### config.mk
export PLATFORM = sky130hd
export DESIGN_NAME = lane_precode_rx
export DESIGN_NICKNAME = d
export VERILOG_FILES = /design/src/rtl/lane_pc_pkg.sv /design/src/rtl/pc_undo.sv /design/src/rtl/gray_undo.sv /design/src/rtl/pair_packer.sv /design/src/rtl/lane_precode_rx.sv
export SDC_FILE = /design/constraint.sdc
export NUM_CORES = 1
export LEC_CHECK = 0
export ABC_AREA = 1
export BUFFER_PORTS_ARGS = -buffer_cell sky130_fd_sc_hd__buf_2
export CORE_UTILIZATION = 35
export DETAILED_ROUTE_END_ITERATION = 7
export PLACE_DENSITY = 0.52
export SLEW_MARGIN = 20
export SYNTH_ARGS = -nofsm -noshare
export SYNTH_HDL_FRONTEND = slang
export SYNTH_SLANG_ARGS = --single-unit
export TNS_END_PERCENT = 1
### constraint.sdc
create_clock -name clk -period 1.7 [get_ports clk]
set_input_delay 0.17 -clock clk [delete_from_list [all_inputs] [get_ports clk]]
set_output_delay 0.17 -clock clk [all_outputs]
set_load 0.02 [all_outputs]
### src/rtl/lane_pc_pkg.sv
package lane_pc_pkg;
  localparam int PAIR_W = 2;
  typedef logic [PAIR_W-1:0] pam_pair_t;
endpackage

### src/rtl/pc_undo.sv
module pc_undo
  import lane_pc_pkg::*;
(
  input  logic      clk,
  input  logic      rst_n,
  input  logic      take,
  input  logic      apply,
  input  pam_pair_t rx,
  output pam_pair_t dec,
  output pam_pair_t hist
);
  pam_pair_t hist_q;

  // modulo-4 add falls out of the 2-bit width
  always_comb begin
    if (apply) dec = rx + hist_q;
    else       dec = rx;
  end

  always_ff @(posedge clk) begin
    if (!rst_n)    hist_q <= '0;
    else if (take) hist_q <= apply ? rx : '0;
  end

  assign hist = hist_q;
endmodule

### src/rtl/gray_undo.sv
module gray_undo #(
  parameter int W = 2
) (
  input  logic [W-1:0] gray,
  output logic [W-1:0] bin
);
  always_comb begin
    bin[W-1] = gray[W-1];
    for (int i = W - 2; i >= 0; i--) bin[i] = bin[i+1] ^ gray[i];
  end
endmodule

### src/rtl/pair_packer.sv
module pair_packer #(
  parameter int PAIRS = 4,
  parameter int PW    = 2
) (
  input  logic              clk,
  input  logic              rst_n,
  input  logic              in_valid,
  output logic              in_ready,
  input  logic [PW-1:0]     in_pair,
  output logic              out_valid,
  input  logic              out_ready,
  output logic [PAIRS*PW-1:0] out_data
);
  localparam int CW = (PAIRS > 2) ? $clog2(PAIRS) : 1;
  localparam logic [CW-1:0] LAST = CW'(PAIRS - 1);

  logic [CW-1:0]         cnt_q;
  logic [PAIRS-2:0][PW-1:0] acc_q;
  logic [PAIRS*PW-1:0]   word;
  logic                  fire;

  assign in_ready = !out_valid || out_ready;
  assign fire     = in_valid && in_ready;

  always_comb begin
    for (int k = 0; k < PAIRS - 1; k++) word[k*PW +: PW] = acc_q[k];
    word[(PAIRS-1)*PW +: PW] = in_pair;
  end

  always_ff @(posedge clk) begin
    if (!rst_n) begin
      cnt_q     <= '0;
      acc_q     <= '0;
      out_valid <= 1'b0;
      out_data  <= '0;
    end else begin
      if (out_valid && out_ready) out_valid <= 1'b0;
      if (fire) begin
        if (cnt_q == LAST) begin
          out_data  <= word;
          out_valid <= 1'b1;
          cnt_q     <= '0;
        end else begin
          acc_q[cnt_q] <= in_pair;
          cnt_q        <= cnt_q + 1'b1;
        end
      end
    end
  end
endmodule

### src/rtl/lane_precode_rx.sv
module lane_precode_rx
  import lane_pc_pkg::*;
#(
  parameter int PAIRS_PER_SYM = 4,
  localparam int SYM_W = PAIRS_PER_SYM * PAIR_W
) (
  input  logic             clk,
  input  logic             rst_n,
  input  logic             precode_en,
  input  logic             in_valid,
  output logic             in_ready,
  input  logic [1:0]       in_pair,
  input  logic             in_scrambled,
  input  logic             in_ts0,
  output logic             out_valid,
  input  logic             out_ready,
  output logic [SYM_W-1:0] out_sym
);
  logic      take, apply;
  pam_pair_t dec_pair, bin_pair, hist_q;

  assign take  = in_valid && in_ready;
  assign apply = precode_en && in_scrambled && !in_ts0;

  pc_undo u_undo (
    .clk(clk), .rst_n(rst_n), .take(take), .apply(apply),
    .rx(in_pair), .dec(dec_pair), .hist(hist_q)
  );

  gray_undo #(.W(PAIR_W)) u_gray (.gray(dec_pair), .bin(bin_pair));

  pair_packer #(.PAIRS(PAIRS_PER_SYM), .PW(PAIR_W)) u_pack (
    .clk(clk), .rst_n(rst_n),
    .in_valid(in_valid), .in_ready(in_ready), .in_pair(bin_pair),
    .out_valid(out_valid), .out_ready(out_ready), .out_data(out_sym)
  );
endmodule

# After elaboration in Yosys (flattened, before gate mapping)
# Cells that the tools add are included.
[op_classes]
n_reduce_logical = 10
bitwise = 2
order_cmp = 2
addsub = 2
muxes = 9
eq_ne = 1
[ops]
columns = ["op", "count"]
rows = [
  ["$mux 2", 4],
  ["$bwmux 6", 1],
  ["$logic_and 1x1->1", 5],
  ["$demux 2 s2", 1],
  ["$reduce_and 2->1", 2],
  ["$lt 2x3->1 const B", 1],
  ["$mux 1", 3],
  ["$add 2x1->2 const B", 1],
  ["$add 2x2->2", 1],
  ["$eq 2x2->1 const B", 1],
  ["$ge 2x1->1 const B", 1],
  ["$logic_not 1->1", 2],
  ["$logic_or 1x1->1", 1],
  ["$not 1->1", 1],
  ["$xor 1x1->1", 1],
]
[totals]
in_bits = 9
out_inout_bits = 10
wordCells = 33
regBits = 19

# Logic depth before layout (Yosys ltp)
[logic_depth]
depth_word = 5
mapped_depth = 11
ltp_nobuf = 11

# Cells and area by module
# From an unflattened synthesis, not the netlist that was laid out.
[unflattened]
hier_cells = 156
area_unflattened_um2 = 999.7
[by_module_without_submodules]
columns = ["mod", "cells_each", "instances", "area_per_inst_um2"]
rows = [
  ["pair_packer", 123, 1, 818.3],
  ["pc_undo", 23, 1, 137.6],
  ["gray_undo", 6, 1, 26.3],
  ["lane_precode_rx", 4, 1, 17.5],
]

# Least setup slack after synthesis
# Ideal clock, no wire load.
[synth_timing]
path_kind = "register -> register"
from = "register u_pack.cnt_q[0]"
to = "register u_pack.out_data[6]"
n_path_buf = 1
arrival_time_ns = 1.084
period_less_slack_ns = 1.193
stages_incl_launch_ff = 8
slack_ns = 0.507
path_cell_list = "dfxtp_1 ha_1 inv_2 nor2_8 buf_6 nand3_1 nand2_1 inv_1"
[synth_via]
elab_chain_len = 2
[synth_rtl]
columns = ["item", "line_no", "source"]
rows = [
  ["from (decl)", "pair_packer.sv:17", "logic [CW-1:0] cnt_q;"],
  ["from (signal assigned)", "pair_packer.sv:45", "cnt_q <= cnt_q + 1'b1;"],
  ["$eq 2x2->1", "pair_packer.sv:39", "if (cnt_q == LAST) begin"],
  ["$reduce_and 2->1 (no line)", "-", ""],
  ["to (signal assigned)", "pair_packer.sv:40", "out_data <= word;"],
  ["to (decl)", "pair_packer.sv:12", "output logic [PAIRS*PW-1:0] out_data"],
]
# Every way passes these cells.
# A chain may end at the register's enable or synchronous reset.

# Final worst setup path
[layout_timing]
from = "register u_undo.hist_q[0], in the netlist u_undo.hist[0]"
to = "register u_pack.out_data[6]"
[layout_via]
elab_chain_len = 3
[layout_rtl]
columns = ["item", "line_no", "source"]
rows = [
  ["from (decl)", "pc_undo.sv:12", "pam_pair_t hist_q;"],
  ["from (signal assigned)", "pc_undo.sv:22", "else if (take) hist_q <= apply ? rx : '0;"],
  ["$add 2x2->2", "pc_undo.sv:16", "if (apply) dec = rx + hist_q;"],
  ["$mux 2", "pc_undo.sv:16", ""],
  ["$xor 1x1->1", "gray_undo.sv:9", "for (int i = W - 2; i >= 0; i--) bin[i] = bin[i+1] ^ gray[i];"],
]
# Every way passes these cells.

==> flow_summary.json <==
{
  "outcome": "complete, no violations",
  "wl_per_cell_um": 9.66,
  "routed_wl_mm": 1.65,
  "htree_num_levels": 1,
  "ctsRootBufferMaster": "clkbuf_4",
  "min_path_cells": 3,
  "vias": 765,
  "timing.rr.start": "u_undo.hist[0]",
  "leakage_nw": 0.591,
  "crit_chain": "ha_1 > inv_1 > nand2_1 > nand2_1 > nand2_1 > nand2_2 > nand2_4 > nand2_2 > nand3_1 > nand2_1 > inv_1",
  "drive_gt1_frac": 0.305,
  "first_global_vias": 626,
  "tns_ps": 0,
  "synth-simple-area-share": 0.221,
  "clk_latency_ps": 290,
  "synth-seq-area-share": 0.393,
  "cp.arrival_ps": 1520,
  "netlist_instances": 121,
  "holdBufCountCts": 0,
  "worstSetupPathType": "flop to flop",
  "yosysUniqueCellTypes": 23,
  "report.final.hold_viol_count": 0,
  "p_per_area_nw_per_um2": 751,
  "skew_ps": 3.40,
  "chipWidth_um": 54.6,
  "drc": 0,
  "slew_viol_final": 0,
  "dpl_cell_area_um2": 1080,
  "nNetsFinal": 156,
  "gr-usage-all-layers": 0.135,
  "ios": 19,
  "drv_cap": 0,
  "dp_hpwl_mm": 1.28,
  "vias_per_cell": 4.47,
  "die_h_um": 54.6,
  "drt_first_pass_iters": 4,
  "numPortBuffers": 18,
  "start_kind": "flop",
  "synth_compound_area_frac": 0.189,
  "cp-end-kind": "flop",
  "hold_end": "u_undo.hist[0]",
  "cp_num_buf_inv": 2,
  "cts_resized": 0,
  "synth_adder_area_share": 0.0646,
  "cts.sinks": 19,
  "diodes": 0,
  "gp_congestion": 0.737,
  "slowest_delay_ps": 330,
  "setup_viol": 0,
  "synth_top_family_by_area": "simple AND/OR/NAND/NOR gates",
  "ys.warnings.count": 0,
  "synth_fp_nets": 135,
  "reg2reg_depth": 11,
  "finalCriticalPeriod_ps": 1320,
  "vdd_ir_drop_max_mv": 0.295,
  "finish.instance_area_um2": 1110,
  "final_cells": 171,
  "grt_start_max_net_pins": 17,
  "numCtsBuffers": 3,
  "postCtsSetupBuffers": 0,
  "critPathTopFamily": "simple AND/OR/NAND/NOR gates",
  "syn_area_per_cell_um2": 8.00,
  "worstHoldStart": "in_pair[0]",
  "grt_antenna_before_repair": 0,
  "total_power_mw": 0.830,
  "muxShareOfSynthArea": 0,
  "initial_core_util": 0.381,
  "synth_seq_cells": 19,
  "dp.cells": 167,
  "fin_crit_sh": 0.775,
  "synthXorXnorAreaFrac": 0,
  "dieArea_um2": 2980,
  "drtIter0Drc": 18,
  "gr-total-overflow": 0,
  "cp_max_fo": 5,
  "rows": 18,
  "areaGrowthSynthToFinish_pct": 14.2,
  "reg2reg_to": "u_pack.out_data[6]",
  "worst_slew_pin_slew_ps": 289,
  "core_um2": 2540,
  "worst_path_most_repeated_cell": "nand2_1",
  "crit_path_start": "u_undo.hist[0]",
  "antenna_left": 0,
  "slew_headroom": 0.807,
  "rrSetupSlack_ps": 380,
  "syn_area_um2": 968,
  "grt_pass1_wl_mm": 2.77,
  "cts_max_path_buffers": 2,
  "rsz0062_at_grt": "no",
  "fmax_ghz": 0.760,
  "worstPathRequired_ps": 1900,
  "hold_path.class": "input pin to flop",
  "clk_pin_slew_ps": 100,
  "crit_slowest_cell": "dfxtp_1",
  "utilization": 0.435,
  "tritoncts": "built"
}
==> stage by stage <==
step                      setup slack, ps  hold WS, ps
after global placement                397          443
final                                 383          148
after CTS                             374          142
after detailed placement              390          450
after global routing                  275          140
after floorplan                       507          318
==> worst max path at each step <==
stage / end / cells after the start
after global placement: u_pack.out_data[6] / 12
after floorplan: u_pack.out_data[6] / 7
final: u_pack.out_data[6] / 11
after CTS: u_pack.out_data[6] / 11
after detailed placement: u_pack.out_data[6] / 12
after global routing: u_pack.out_data[6] / 11
==> cell usage after synthesis <==
cell / instances / share of area
o21ai_0: 2 / 0.010
nor2_4: 1 / 0.012
a22oi_1: 2 / 0.015
o21ai_2: 3 / 0.027
nand2_4: 3 / 0.035
inv_2: 3 / 0.012
nand2_1: 13 / 0.050
nand4_1: 1 / 0.0065
o21a_1: 2 / 0.015
nand3_2: 2 / 0.021
nor2_8: 1 / 0.021
a21oi_1: 11 / 0.057
inv_1: 27 / 0.10
o21ai_1: 7 / 0.036
nand2_2: 5 / 0.032
buf_2: 1 / 0.0052
buf_6: 1 / 0.012
a21oi_2: 3 / 0.027
dfxtp_1: 19 / 0.39
nand3_1: 5 / 0.026
ha_1: 5 / 0.065
nor2_1: 3 / 0.012
nor2_2: 1 / 0.0065
==> worst min-delay path, delay by kind of cell <==
family                 cells  cell delay [ps]
AO/OA/AOI/OAI              1               60
AND/OR/NAND/NOR            1               70
buffers and inverters      1              100
==> registers in the layout, indices dropped and copies added (netlist names) <==
signal,flops
u_pack.out_data,8
u_pack.acc_q,6
u_pack.cnt_q,2
u_undo.hist,2
u_pack.out_valid,1
==> report_power, final <==
part           total [mW]  internal, mW  switching [mW]
Combinational       0.134        0.0475          0.0869
Clock               0.220        0.0911           0.129
Sequential          0.476         0.467         0.00908
==> kinds of logic (layout without fill, tap and decap cells) <==
logic type | Yosys count | after routing
AO/OA/AOI/OAI | 30 | 30
buffers and inverters | 32 | 52
adder cells (fa/ha/maj) | 5 | 5
flip-flops | 19 | 19
AND/OR/NAND/NOR | 35 | 35
==> final cells by class <==
class / instances / area [um^2]
clock buffers: 4 / 26.3
fillers: 267 / 1440
inverters: 30 / 113
multi-input cells: 70 / 459
flip-flops and latches: 19 / 380
well taps: 30 / 37.5
repair buffers: 18 / 90.1
==> routing by layer <==
metal | GRT usage | part of all wire | vias to the layer above | wire, um
met5 | 0 | 0 | - | 0
met1 | 0.166 | 0.48 | 339 | 799
met4 | 0.0641 | 0.0079 | 0 | 13
met2 | 0.217 | 0.48 | 6 | 797
li1 | - | - | 418 | -
met3 | 0.0361 | 0.025 | 2 | 41
==> cells in the final DEF (no fill, tap or decap) <==
| cell | n |
|---|---|
| inv_1 | 27 |
| dfxtp_1 | 19 |
| buf_2 | 18 |
| nand2_1 | 13 |
| a21oi_1 | 11 |
| o21ai_1 | 7 |
| nand2_2 | 5 |
| nand3_1 | 5 |
| ha_1 | 5 |
| inv_2 | 3 |
| nand2_4 | 3 |
| o21ai_2 | 3 |
| a21oi_2 | 3 |
| nor2_1 | 3 |
| clkbuf_4 | 3 |
| nand3_2 | 2 |
| o21a_1 | 2 |
| a22oi_1 | 2 |
| o21ai_0 | 2 |
| nor2_8 | 1 |
| nor2_2 | 1 |
| nand4_1 | 1 |
| nor2_4 | 1 |
| clkbuf_1 | 1 |
Note: power is estimated with default switching activity, not from simulation.
